## config.mk

```make
export PLATFORM = sky130hd
export DESIGN_NAME = acc_alu
export DESIGN_NICKNAME = d
export VERILOG_FILES = /design/src/rtl/acc_alu.sv
export SDC_FILE = /design/constraint.sdc
export NUM_CORES = 1
export LEC_CHECK = 0
export ABC_AREA = 0
export BUFFER_PORTS_ARGS = -buffer_cell sky130_fd_sc_hd__buf_4
export CORE_MARGIN = 4
export CORE_UTILIZATION = 40
export DETAILED_ROUTE_END_ITERATION = 8
export MAX_ROUTING_LAYER = met4
export PLACE_DENSITY = 0.59
export SLEW_MARGIN = 5
export SYNTH_ARGS = -nofsm -noshare
export SYNTH_HDL_FRONTEND = slang
export SYNTH_SLANG_ARGS = --single-unit
export TNS_END_PERCENT = 30
```

## constraint.sdc

```tcl
create_clock -name clk -period 5.2 [get_ports clk]
set_input_delay 0.78 -clock clk [delete_from_list [all_inputs] [get_ports clk]]
set_output_delay 0.78 -clock clk [all_outputs]
set_load 0.03 [all_outputs]
```

## src/rtl/acc_alu.sv

```systemverilog
module acc_alu (
  input  logic       clk,
  input  logic       rst_n,
  input  logic       exec,
  input  logic [4:0] op,
  input  logic [7:0] operand,
  output logic [7:0] acc,
  output logic       cy,
  output logic       zf,
  output logic       sf,
  output logic       pf,
  output logic       acf
);
  localparam logic [4:0] OP_ADD = 5'd0,  OP_ADC = 5'd1,  OP_SUB = 5'd2,  OP_SBB = 5'd3;
  localparam logic [4:0] OP_CMP = 5'd4,  OP_AND = 5'd5,  OP_OR  = 5'd6,  OP_XOR = 5'd7;
  localparam logic [4:0] OP_CMA = 5'd8,  OP_RLC = 5'd9,  OP_RRC = 5'd10, OP_RAL = 5'd11;
  localparam logic [4:0] OP_RAR = 5'd12, OP_STC = 5'd13, OP_CMC = 5'd14, OP_INC = 5'd15;
  localparam logic [4:0] OP_DEC = 5'd16, OP_DAA = 5'd17;

  logic       cin, bin;
  logic [8:0] sum9, dif9, t1, t2;
  logic [4:0] sumlo, diflo, daalo;
  logic       lo_fix, hi_fix;

  assign cin   = (op == OP_ADC) & cy;
  assign bin   = (op == OP_SBB) & cy;
  assign sum9  = {1'b0, acc} + {1'b0, operand} + {8'd0, cin};
  assign sumlo = {1'b0, acc[3:0]} + {1'b0, operand[3:0]} + {4'd0, cin};
  assign dif9  = {1'b0, acc} - {1'b0, operand} - {8'd0, bin};
  assign diflo = {1'b0, acc[3:0]} - {1'b0, operand[3:0]} - {4'd0, bin};

  assign lo_fix = (acc[3:0] > 4'd9) | acf;
  assign daalo  = {1'b0, acc[3:0]} + (lo_fix ? 5'd6 : 5'd0);
  assign t1     = {1'b0, acc} + (lo_fix ? 9'h006 : 9'h000);
  assign hi_fix = (t1[7:4] > 4'd9) | cy | t1[8];
  assign t2     = {1'b0, t1[7:0]} + (hi_fix ? 9'h060 : 9'h000);

  logic [7:0] n_acc, fres;
  logic       n_cy, n_ac, upd;

  always_comb begin
    n_acc = acc;
    n_cy  = cy;
    n_ac  = acf;
    fres  = acc;
    upd   = 1'b0;
    case (op)
      OP_ADD, OP_ADC: begin
        n_acc = sum9[7:0]; n_cy = sum9[8]; n_ac = sumlo[4]; fres = sum9[7:0]; upd = 1'b1;
      end
      OP_SUB, OP_SBB: begin
        n_acc = dif9[7:0]; n_cy = dif9[8]; n_ac = diflo[4]; fres = dif9[7:0]; upd = 1'b1;
      end
      OP_CMP: begin
        n_cy = dif9[8]; n_ac = diflo[4]; fres = dif9[7:0]; upd = 1'b1;
      end
      OP_AND: begin n_acc = acc & operand; n_cy = 1'b0; n_ac = 1'b0; fres = acc & operand; upd = 1'b1; end
      OP_OR:  begin n_acc = acc | operand; n_cy = 1'b0; n_ac = 1'b0; fres = acc | operand; upd = 1'b1; end
      OP_XOR: begin n_acc = acc ^ operand; n_cy = 1'b0; n_ac = 1'b0; fres = acc ^ operand; upd = 1'b1; end
      OP_CMA: n_acc = ~acc;
      OP_RLC: begin n_acc = {acc[6:0], acc[7]}; n_cy = acc[7]; end
      OP_RRC: begin n_acc = {acc[0], acc[7:1]}; n_cy = acc[0]; end
      OP_RAL: begin n_acc = {acc[6:0], cy};     n_cy = acc[7]; end
      OP_RAR: begin n_acc = {cy, acc[7:1]};     n_cy = acc[0]; end
      OP_STC: n_cy = 1'b1;
      OP_CMC: n_cy = ~cy;
      OP_INC: begin
        n_acc = acc + 8'd1; n_ac = (acc[3:0] == 4'hF); fres = acc + 8'd1; upd = 1'b1;
      end
      OP_DEC: begin
        n_acc = acc - 8'd1; n_ac = (acc[3:0] == 4'h0); fres = acc - 8'd1; upd = 1'b1;
      end
      OP_DAA: begin
        n_acc = t2[7:0]; n_cy = cy | t1[8] | t2[8]; n_ac = daalo[4]; fres = t2[7:0]; upd = 1'b1;
      end
      default: ;
    endcase
  end

  always_ff @(posedge clk) begin
    if (!rst_n) begin
      acc <= 8'h00; cy <= 1'b0; zf <= 1'b0; sf <= 1'b0; pf <= 1'b0; acf <= 1'b0;
    end else if (exec) begin
      acc <= n_acc;
      cy  <= n_cy;
      acf <= n_ac;
      if (upd) begin
        zf <= (fres == 8'h00);
        sf <= fres[7];
        pf <= ~^fres;
      end
    end
  end


  idle_hold_chk: assert property (@(posedge clk) disable iff (!rst_n)
    !exec |=> $stable({acc, cy, zf, sf, pf, acf}));

  cmp_acc_hold_chk: assert property (@(posedge clk) disable iff (!rst_n)
    (exec && op == OP_CMP) |=> $stable(acc));

  logic_clear_chk: assert property (@(posedge clk) disable iff (!rst_n)
    (exec && (op == OP_AND || op == OP_OR || op == OP_XOR)) |=> (!cy && !acf));

  cma_flags_chk: assert property (@(posedge clk) disable iff (!rst_n)
    (exec && op == OP_CMA) |=> ($stable({cy, zf, sf, pf, acf}) && acc == ~$past(acc)));

  rot_flags_chk: assert property (@(posedge clk) disable iff (!rst_n)
    (exec && op >= OP_RLC && op <= OP_RAR) |=> $stable({zf, sf, pf, acf}));

  stc_chk: assert property (@(posedge clk) disable iff (!rst_n)
    (exec && op == OP_STC) |=> cy);

  cmc_chk: assert property (@(posedge clk) disable iff (!rst_n)
    (exec && op == OP_CMC) |=> (cy != $past(cy)));

  incdec_cy_chk: assert property (@(posedge clk) disable iff (!rst_n)
    (exec && (op == OP_INC || op == OP_DEC)) |=> $stable(cy));

  daa_cy_keep_chk: assert property (@(posedge clk) disable iff (!rst_n)
    (exec && op == OP_DAA && cy) |=> cy);

  zero_flag_chk: assert property (@(posedge clk) disable iff (!rst_n)
    (exec && op == OP_AND && operand == 8'h00) |=> (zf && !sf && pf));
endmodule

```

# Word-level counts from Yosys, hierarchy flattened
# Index checks and enable logic that the tools add are counted.
word_totals:
  ff_bits: 13
  in_bits: 16
  out_inout_bits: 13
  elab_cells: 77
op_classes:
  addsub: 13
  n_lt_le_gt_ge: 2
  eq_ne: 18
  muxes: 8
  n_bitwise: 12
  n_reduce_logical: 18
ops:
  columns: ["cell", "n"]
  rows:
  - ["$pmux 8 s13", 1]
  - ["$pmux 8 s8", 1]
  - ["$eq 5x4->1 const B", 8]
  - ["$eq 5x3->1 const B", 4]
  - ["$reduce_bool 13->1", 1]
  - ["$reduce_or 11->1", 1]
  - ["$eq 5x2->1 const B", 2]
  - ["$eq 5x5->1 const B", 2]
  - ["$add 8x3->9", 1]
  - ["$add 8x7->9", 1]
  - ["$add 8x8->9", 1]
  - ["$add 9x1->9", 1]
  - ["$sub 8x8->9", 1]
  - ["$sub 9x1->9", 1]
  - ["$add 8x1->8 const B", 1]
  - ["$and 8x8->8", 1]
  - ["$gt 4x4->1 const B", 2]
  - ["$logic_not 8->1", 1]
  - ["$not 8->8", 1]
  - ["$or 8x8->8", 1]
  - ["$pmux 1 s8", 1]
  - ["$reduce_and 2->1", 4]
  - ["$reduce_bool 8->1", 1]
  - ["$reduce_or 2->1", 4]
  - ["21 further kinds", 28]

# Logic depth before layout (Yosys ltp)
# Gate-level depths: netlist (run 1).
logic_depth:
  ltp_word: 11
  ltp_mapped: 25
  mapped_depth_nobuf: 24

# Worst setup path after synthesis (run 1)
# Ideal clock, no wire load.
synth_timing:
  path_kind: "register -> register"
  startpoint: "register acc[0]"
  endpoint: "register pf"
  setup_time_ps: 120
  arrival_ps: 4751
  path_slack_ps: 329
  stages_incl_launch_ff: 25
  path_buffers: 1
  period_less_slack_ps: 4871
  cell_sequence: "dfxtp_1 > clkbuf_1 > inv_1 > ha_1 > nor2_1 > o21ai_0 > nand2b_1 > ha_1 > a21oi_1 > nor2_1 > xnor2_1 > nor2_1 > o21ai_0 > xor2_1 > ha_1 > or4_1 > o211ai_1 > a211o_1 > mux2i_1 > ha_1 > xnor2_1 > xnor2_1 > nor2_1 > a21oi_1 > nor2_1"
synth_via:
  elab_chain_cells: 11
  word_cells_on_any_way: 20
  classes_between: "8 x add/sub; 2 x order compare; 3 x mux; 6 x bitwise; 1 x reduce/logical"
synth_lines:
  columns: ["element", "line", "source"]
  rows:
  - ["start: declaration", "7", "output logic [7:0] acc,"]
  - ["start signal: assignment", "84", "acc <= n_acc;"]
  - ["$gt 4x4->1", "32", "assign lo_fix = (acc[3:0] > 4'd9) | acf;"]
  - ["$or 1x1->1", "32", null]
  - ["$mux 3", "34", "assign t1 = {1'b0, acc} + (lo_fix ? 9'h006 : 9'h000);"]
  - ["$add 8x3->9", "34", null]
  - ["$gt 4x4->1", "35", "assign hi_fix = (t1[7:4] > 4'd9) | cy | t1[8];"]
  - ["$or 1x1->1 (2 in series)", "35", null]
  - ["$mux 7", "36", "assign t2 = {1'b0, t1[7:0]} + (hi_fix ? 9'h060 : 9'h000);"]
  - ["$add 8x7->9", "36", null]
  - ["$pmux 8 s8 *", "47", "case (op)"]
  - ["$reduce_xnor 8->1 *", "90", "pf <= ~^fres;"]
  - ["end signal: assignment", "90", null]
  - ["end: declaration", "11", "output logic pf,"]
# Mark *: on every way between the ends. The rest lies on a longest branch, timed or not.
# A chain may end at the register's enable or synchronous reset.

# Worst setup path after layout (run 1)
# Same ends and word-level chain as after synthesis.

==> results of run 1 <==
[where the power goes]
part           internal (mW)  switching (mW)
clock network         0.0544          0.0471
registers              0.108          0.0114
logic                  0.173           0.257
total                  0.335           0.316
[path summary, 6_finish.rpt]
| path | start | to | slack, ns | cells after the start |
|---|---|---|---|---|
| setup / recovery | acc[0] | pf | 0.41 | 23 |
| hold / removal | pf | pf | 0.50 | 2 |
| setup reg to reg | acc[0] | pf | 0.41 | 23 |
| hold reg to reg | pf | pf | 0.50 | 2 |
[cell families (layout without fill, tap and decap cells)]
logic type                 Yosys count  count (layout)  synth area share (%)
adders and majority gates           47              47                  20.0
xor gates and xnor gates            28              28                  7.82
muxes                                6               6                  1.96
AOI/OAI and AO/OA                  137             137                  30.0
and+or+nand+nor                    153             153                  24.4
DFF                                 13              13                  8.30
buffers and inverters               61              74                  7.58
[registers in the layout (all words and copies together) (netlist names)]
register / cells
acc: 8
acf: 1
cy: 1
pf: 1
sf: 1
zf: 1
[layout make-up]
cell class	instances	area [µm²]	share of cell area (%)
Inverter	30	113	3.21
Tap cell	102	128	3.64
Timing Repair Buffer	40	300	8.57
Multi-Input combinational cell	371	2660	75.9
Clock buffer	4	45.0	1.28
Sequential cell	13	260	7.42
[placed cells by master, fill, tap and decap left out, types with 6 or more instances in the layout]
cell type,synthesis,layout
xor2_1,6,6
nor3_1,17,17
nor2b_1,8,8
xnor2_1,22,19
dfxtp_1,13,13
nand3_1,11,11
buf_4,0,40
ha_1,42,42
a221oi_1,8,8
o22ai_1,8,8
nor2_1,40,40
o21ai_0,31,31
nand2_1,37,37
a21oi_1,26,26
nand2b_1,13,13
inv_1,30,30
o21a_1,6,6
a22oi_1,11,11
[stage by stage]
stage	instance area (µm²)	instances	power [mW]	utilization, %	setup slack (ns)
after floorplan	3140	445	0.430	-	0.329
after global placement	3440	556	0.543	44.7	0.502
after detailed placement	3440	556	0.542	44.7	0.401
after CTS	3480	560	0.647	45.3	0.392
after global routing	3510	560	0.703	45.6	0.0196
final	3510	560	0.651	45.6	0.414
[worst min-delay path, cell delays in order (launching register included)]
cell and delay, ns:
dfxtp_1 0.34, a21oi_1 0.06, nor2_1 0.07
[layer usage]
| metal | track usage (%) | vias to the layer above | share of wire, % |
|---|---|---|---|
| li1 | - | 1641 | - |
| met1 | 35.1 | 1613 | 44 |
| met2 | 38.7 | 179 | 44 |
| met3 | 3.10 | 21 | 9.1 |
| met4 | 7.48 | 0 | 2.4 |
| met5 | - | - | 0 |
==> results by group, run 1 <==
Floorplan
  • CORE AREA: 7690 µm²
  • Die area: 9320 µm²
  • # rows: 32
  • Die Width: 96.5 µm
  • Num ports: 29
  • Initial core utilization: 40.8%
  • Die Span Y: 96.5 µm

Run
  • Max cap viols: 0

CTS
  • Post_cts resized: 0
  • CTS H-tree lvls: 1
  • CTS Buf Count: 3
  • CTS tree: done
  • CTS root buffer: clkbuf_8
  • Maximum clock path buffer count: 2
  • Post-CTS Setup Bufs: 0
  • Reg clk slew, reported paths: 0.07 ns
  • Cts hold-fix bufs: 0
  • Clock Sinks: 13
  • Worst skew pair latency: 0.25 ns

Place
  • Final HPWL from detailed placement: 8.14 mm
  • Buffers on Ports: 28
  • Routability Congestion: 1.01

Timing
  • Endpoints failing hold: 0
  • Worst Hold Margin: 0.501 ns
  • Worst Skew: 0.00534 ns
  • Worst slew pin tran: 0.996 ns
  • Final TNS setup: 0 ns
  • Period utilization: 92.0%
  • RSZ-0062 raised after global routing: false
  • Slew Viols, Final: 0
  • Max Fclk: 209 MHz
  • Relative max-transition margin: 33.5%
  • Final setup vio count: 0
  • Crit path time final: 4.79 ns

Synthesis
  • Async SR Flop Fraction: 0%
  • Area leader, netlist: ha_1
  • Synth Register Bits: 13
  • Number of flops mapped to enable cells by yosys: 0
  • Top_reg_cell synth: dfxtp_1
  • Unique masters post-synth: 58
  • Top cells by area, synth: ha_1 (17%), dfxtp_1 (8.3%), xnor2_1 (6.1%)
  • Mapped Avg Cell Area: 7.05 µm²
  • Syn Inst Count: 445
  • Top cells by count, synth: ha_1 (42), nor2_1 (40), nand2_1 (37)
  • Synthesized area: 3140 µm²
  • Syn Nets: 508
  • Post-synthesis sequential area ratio: 8.30%
  • Most numerous cell in the Yosys netlist: ha_1
  • Top cell type's share of synthesized area: 16.8%
  • Syn. warnings: 0

Global routing
  • Largest net degree at the start of global routing: 33
  • GR Overflow Total: 0
  • Vias in the first global route: 3,240
  • GRT Util Overall: 25.4%
  • Initial antenna violation count: 0
  • First-pass GRT wire length: 17.4 mm

Worst setup path
  • Crit-path cells: inv_1 -> ha_1 -> nor2_1 -> o21ai_0 -> nand2b_1 -> ha_1 -> fa_1 -> nand3_1 -> xnor2_2 -> nor2_1 -> o21ai_0 -> xor2_1 -> ha_1 -> or4_1 -> o211ai_1 -> a211o_1 -> mux2i_1 -> ha_1 -> xnor2_1 -> xnor2_1 -> nor2_1 -> a21oi_1 -> nor2_1
  • Family with the most delay on the worst path: adder cells
  • CP max-delay cell: or4_1
  • Critical path's largest stage delay: 0.53 ns
  • CP endpoint kind: flip-flop
  • Worst-path fanout max: 6
  • Type of element launching the critical path: flip-flop
  • Worst Setup Path Type: flip-flop to flip-flop
  • CP arrival: 4.92 ns
  • WP buf/inv: 1
  • Crit path required time: 5.34 ns

Layout
  • FILL cells: 816
  • Area growth from synthesis to layout: 11.8%
  • Antenna Cells: 0
  • Layout cells sized above 1: 11.8%
  • Layout Nets: 522

Routing
  • First drt pass iteration count: 5
  • WL per Instance: 20.0 µm
  • DRT Wirelength: 11.2 mm
  • DRC Markers: 0
  • Drt via density: 6.17
  • Vias post-DR: 3,454
  • DRT iter0 DRCs: 325
  • Post-route ant nets: 0

Min path
  • Worst hold path type: flip-flop to flip-flop

Power
  • Cell Pwr Density: 186 nW/µm²
  • Max rail drop VDD: 0.000108 V
  • Leak Pwr: 1.48 nW

Run status
  • Status: completed
Power figures use the tool's default switching activity.
==> run 2: changes to the inputs <==
--- a/config.mk
+++ b/config.mk
@@ -7,9 +7,11 @@
 export LEC_CHECK = 0
 export ABC_AREA = 0
 export BUFFER_PORTS_ARGS = -buffer_cell sky130_fd_sc_hd__buf_4
+export CAP_MARGIN = 20
 export CORE_MARGIN = 4
 export CORE_UTILIZATION = 40
 export DETAILED_ROUTE_END_ITERATION = 8
+export GPL_TIMING_DRIVEN = 0
 export MAX_ROUTING_LAYER = met4
 export PLACE_DENSITY = 0.59
 export SLEW_MARGIN = 5
==> results by group, run 2 (synthesis results as in run 1) <==
Min path
  • Hold Crit Endpoint: pf
  • Worst hold stages: 2
  • Start point of the worst hold path: pf
  • Worst hold path type: flip-flop to flip-flop

Layout
  • Commonest non-fill, non-tap cell in the layout: ha_1
  • Largest register by flop count: acc
  • Layout Nets: 541
  • Antenna Cells: 0
  • Final Util: 46.9%
  • FILL cells: 816
  • Non-filler cells, final: 579
  • Layout cells sized above 1: 12.6%
  • Area growth from synthesis to layout: 15.0%
  • Most frequent cells in the layout: ha_1 (41), nor2_1 (40), nand2_1 (37), o21ai_0 (30), buf_4 (29)
  • Max reg flops: 8

Worst setup path
  • Worst Setup Path Type: flip-flop to flip-flop
  • Worst-path fanout max: 10
  • CP arrival: 4.98 ns
  • CP endpoint kind: flip-flop
  • Crit path required time: 5.34 ns
  • R2R Path End: pf
  • Type of element launching the critical path: flip-flop
  • Worst reg2reg path depth: 22
  • R2R Path Start: acc[3]
  • R2R Setup Slk: 0.36 ns

Timing
  • Period utilization: 93.1%
  • Final setup vio count: 0
  • Crit path time final: 4.84 ns
  • Slew Viols, Final: 0
  • Max Fclk: 207 MHz
  • Worst Skew: 0.0131 ns
  • RSZ-0062 raised after global routing: false
  • Worst slew pin tran: 1.00 ns
  • Endpoints failing hold: 0
  • Worst Hold Margin: 0.499 ns
  • Relative max-transition margin: 33.0%

Routing
  • First drt pass iteration count: 5
  • Post-route ant nets: 0
  • DRT Wirelength: 11.6 mm
  • DRT iter0 DRCs: 387
  • Vias post-DR: 3,587
  • WL per Instance: 20.1 µm
  • Drt via density: 6.20
  • DRC Markers: 0

CTS
  • CTS tree: done
  • Worst skew pair latency: 0.27 ns
  • Cts hold-fix bufs: 0
  • CTS Buf Count: 3
  • Clock Sinks: 13
  • Maximum clock path buffer count: 2
  • Reg clk slew, reported paths: 0.07 ns
  • CTS H-tree lvls: 1
  • CTS root buffer: clkbuf_8

Place
  • Buffers on Ports: 26
  • Routability Congestion: 0.935
  • Dpl cells: 574
  • Final HPWL from detailed placement: 8.87 mm

Global routing
  • Initial antenna violation count: 0
  • Largest net degree at the start of global routing: 20
  • Vias in the first global route: 3,238
  • First-pass GRT wire length: 17.7 mm
  • GR Overflow Total: 0
  • GRT Util Overall: 25.9%

Floorplan
  • Die Width: 96.5 µm
  • CORE AREA: 7690 µm²
  • Initial core utilization: 40.8%
  • # rows: 32
  • Die Span Y: 96.5 µm
  • Die area: 9320 µm²
  • Num ports: 29

Power
  • Cell Pwr Density: 189 nW/µm²
  • Leak Pwr: 1.50 nW
  • Max rail drop VDD: 0.000136 V

Run
  • Max cap viols: 0

Run status
  • Status: completed
-- run 2: timing repair --
action                     4_1_cts  5_1_grt
pin swaps                        0        2
resized for setup                9       15
setup endpoints to repair        2        1
setup buffers                    0        3
-- run 2: stage by stage --
| step | area (µm²) | total power, mW | setup TNS (ns) | worst slack [ns] |
|---|---|---|---|---|
| 6_report | 3600 | 0.680 | 0 | 0.361 |
| 5_1_grt | 3600 | 0.725 | 0 | 0.0321 |
| 4_1_cts | 3530 | 0.663 | 0 | 0.0334 |
| 3_5_place_dp | 3460 | 0.547 | -1.08 | -0.748 |
| 3_3_place_gp | 3460 | 0.545 | -1.21 | -0.803 |
| 2_1_floorplan | 3140 | 0.430 | 0 | 0.329 |
-- run 2: worst max-delay path by stage --
| stage | start | endpoint | cells after the start |
|---|---|---|---|
| finish | acc[3] | pf | 22 |
| CTS | op[1] | pf | 21 |
| floorplan | acc[0] | pf | 24 |
| detailed placement | op[0] | pf | 22 |
| global placement | op[0] | pf | 22 |
| global route | acc[3] | pf | 22 |
-- run 2: metal layers --
layer	GRT usage, %	routed length, µm
met5	-	0
met4	5.72	186
met3	3.49	809
met2	41.8	5300
met1	34.6	5310
-- run 2: worst max-delay path: stages (launching register included) --
cell and delay, ns:
dfxtp_1 0.36, buf_1 0.41, clkbuf_2 0.36, o21ai_0 0.14, nand2b_1 0.15, ha_1 0.20
fa_1 0.26, nand2_1 0.07, nor2_1 0.18, xnor2_2 0.16, o21ai_1 0.14, ha_1 0.21
ha_1 0.19, or4_1 0.51, o211ai_1 0.15, a211o_1 0.21, mux2i_1 0.11, ha_1 0.36
xnor2_2 0.19, xnor2_1 0.14, nor2_1 0.05, a21oi_1 0.11, nor2_1 0.05
-- run 2: cell type report --
class | count | area (µm²) | share of cell area, %
Clock buffer | 3 | 41.3 | 1.15
Tap cell | 102 | 128 | 3.54
Multi-Input combinational cell | 371 | 2690 | 74.7
Sequential cell | 13 | 265 | 7.36
Inverter | 30 | 120 | 3.33
Timing Repair Buffer | 31 | 228 | 6.32
Buffer | 28 | 125 | 3.47
Clock inverter | 1 | 5.00 | 0.139
-- run 2: report_power, final --
group	switching [mW]	total [mW]	internal, mW
Combinational	0.266	0.446	0.180
Sequential	0.0146	0.123	0.109
Clock	0.0574	0.111	0.0535
==> run 3: changes to the inputs <==
--- a/config.mk
+++ b/config.mk
@@ -13,7 +13,7 @@
 export DETAILED_ROUTE_END_ITERATION = 8
 export GPL_TIMING_DRIVEN = 0
 export MAX_ROUTING_LAYER = met4
-export PLACE_DENSITY = 0.59
+export PLACE_DENSITY = 0.53
 export SLEW_MARGIN = 5
 export SYNTH_ARGS = -nofsm -noshare
 export SYNTH_HDL_FRONTEND = slang
==> results by group, run 3 (synthesis results as in run 1) <==
Routing
  • Drt via density: 6.09
  • DRC Markers: 0
  • WL per Instance: 20.2 µm
  • Post-route ant nets: 0
  • DRT Wirelength: 11.7 mm
  • DRT iter0 DRCs: 419
  • Vias post-DR: 3,508
  • First drt pass iteration count: 5

Floorplan
  • CORE AREA: 7690 µm²
  • Num ports: 29
  • Die Width: 96.5 µm
  • # rows: 32
  • Die area: 9320 µm²
  • Die Span Y: 96.5 µm
  • Initial core utilization: 40.8%

Worst setup path
  • Type of element launching the critical path: flip-flop
  • Crit path required time: 5.34 ns
  • Worst Setup Path Type: flip-flop to flip-flop
  • CP endpoint kind: flip-flop
  • CP arrival: 4.97 ns
  • Worst-path fanout max: 10
  • R2R Setup Slk: 0.36 ns

Global routing
  • GRT Util Overall: 26.8%
  • First-pass GRT wire length: 18.1 mm
  • Initial antenna violation count: 0
  • GR Overflow Total: 0
  • Largest net degree at the start of global routing: 29
  • Vias in the first global route: 3,277

Place
  • Buffers on Ports: 26
  • Dpl cells: 574
  • Final HPWL from detailed placement: 9.07 mm
  • Routability Congestion: 0.949
  • Placed inst area: 3460 µm²
  • Post-place setup slack: -0.802 ns

Layout
  • Layout Nets: 538
  • Area of the multi-input gates: 2670 µm²
  • Max reg flops: 8
  • Post-Layout Inst Area: 3560 µm²
  • Non-filler cells, final: 576
  • Antenna Cells: 0
  • Largest register by flop count: acc
  • Layout cells sized above 1: 12.0%
  • FILL cells: 852
  • Most frequent cells in the layout: ha_1 (41), nor2_1 (40), nand2_1 (37), o21ai_0 (30), inv_1 (28)
  • Commonest non-fill, non-tap cell in the layout: ha_1
  • Area growth from synthesis to layout: 13.7%
  • Final Util: 46.4%
  • Register area: 268 µm²

Timing
  • Final worst slack: 0.363 ns
  • Max Fclk: 207 MHz
  • Worst slew pin tran: 1.05 ns
  • Endpoints failing hold: 0
  • Worst Hold Margin: 0.497 ns
  • Crit path time final: 4.84 ns
  • Final setup vio count: 0
  • Period utilization: 93.0%
  • Slew Viols, Final: 0
  • Worst Skew: 0.00982 ns
  • RSZ-0062 raised after global routing: false
  • Relative max-transition margin: 29.8%

CTS
  • CTS H-tree lvls: 1
  • Maximum clock path buffer count: 2
  • Reg clk slew, reported paths: 0.08 ns
  • CTS tree: done
  • Clock Sinks: 13
  • CTS Buf Count: 3
  • CTS root buffer: clkbuf_8
  • Worst skew pair latency: 0.26 ns

Power
  • Sw Pwr: 0.330 mW
  • Clock power frac: 16.1%
  • Switching share of power: 49.6%
  • Max rail drop VDD: 0.000102 V
  • Leak Pwr: 1.48 nW
  • Reg power frac: 18.5%
  • Internal: 0.335 mW
  • Combinational power share: 65.4%
  • Cell Pwr Density: 187 nW/µm²

Run status
  • Status: completed

Run
  • Max cap viols: 0

Min path
  • Worst hold path type: flip-flop to flip-flop
[run 3: power groups by stage]
stage	registers [mW]	clock network, mW	logic, mW
floorplan	0.138	0	0.292
global placement	0.125	0	0.424
detailed placement	0.125	0	0.423
CTS	0.123	0.112	0.425
global route	0.125	0.114	0.480
finish	0.123	0.107	0.435
[run 3: layout make-up]
class | instances | share of cell area [%]
clock inverters | 1 | 0.140
plain buffers | 28 | 3.55
repair buffers | 28 | 5.76
well taps | 102 | 3.58
flip-flops and latches | 13 | 7.51
inverters | 30 | 3.37
clock buffers | 3 | 1.16
multi-input cells | 371 | 74.9
[run 3: routing by layer]
layer	share of wire [%]	up-vias	track usage (%)
li1	-	1684	-
met1	45	1636	36.3
met2	44	155	40.7
met3	7.4	33	3.95
met4	3.4	0	9.46
met5	0	-	-
[run 3: through the flow]
step	TNS [ns]	total power, mW
after global routing	0	0.719
after global placement	-1.49	0.549
after floorplan	0	0.430
final	0	0.666
after detailed placement	-1.30	0.548
after CTS	0	0.661
[run 3: worst max-delay path: stages, from the launching register on]
cell	delay [ns]
dfxtp_4	0.41
buf_6	0.19
clkinvlp_4	0.18
ha_2	0.26
nor2_1	0.10
o21ai_0	0.09
nand2b_1	0.17
ha_1	0.25
a21oi_1	0.27
nor2_1	0.13
xnor2_2	0.25
nor2_1	0.10
o21ai_2	0.16
xor2_1	0.09
ha_1	0.22
or4_1	0.51
o211ai_1	0.13
a211o_1	0.20
mux2i_1	0.10
ha_1	0.33
xnor2_1	0.19
xnor2_1	0.14
nor2_1	0.05
a21oi_1	0.12
nor2_1	0.05
[run 3: repair_timing]
action                                  in CTS  in global routing
endpoints found under the setup margin       2                  2
resized for setup                            6                 17
gates cloned                                 0                  0
hold buffers                                 0                  0
setup buffers                                0                  0
[run 3: path summary, 6_finish.rpt]
path | start | endpoint | cells after the start
min reg2reg | zf | zf | 2
max reg2reg | acc[0] | pf | 24
max | acc[0] | pf | 24
min | zf | zf | 2
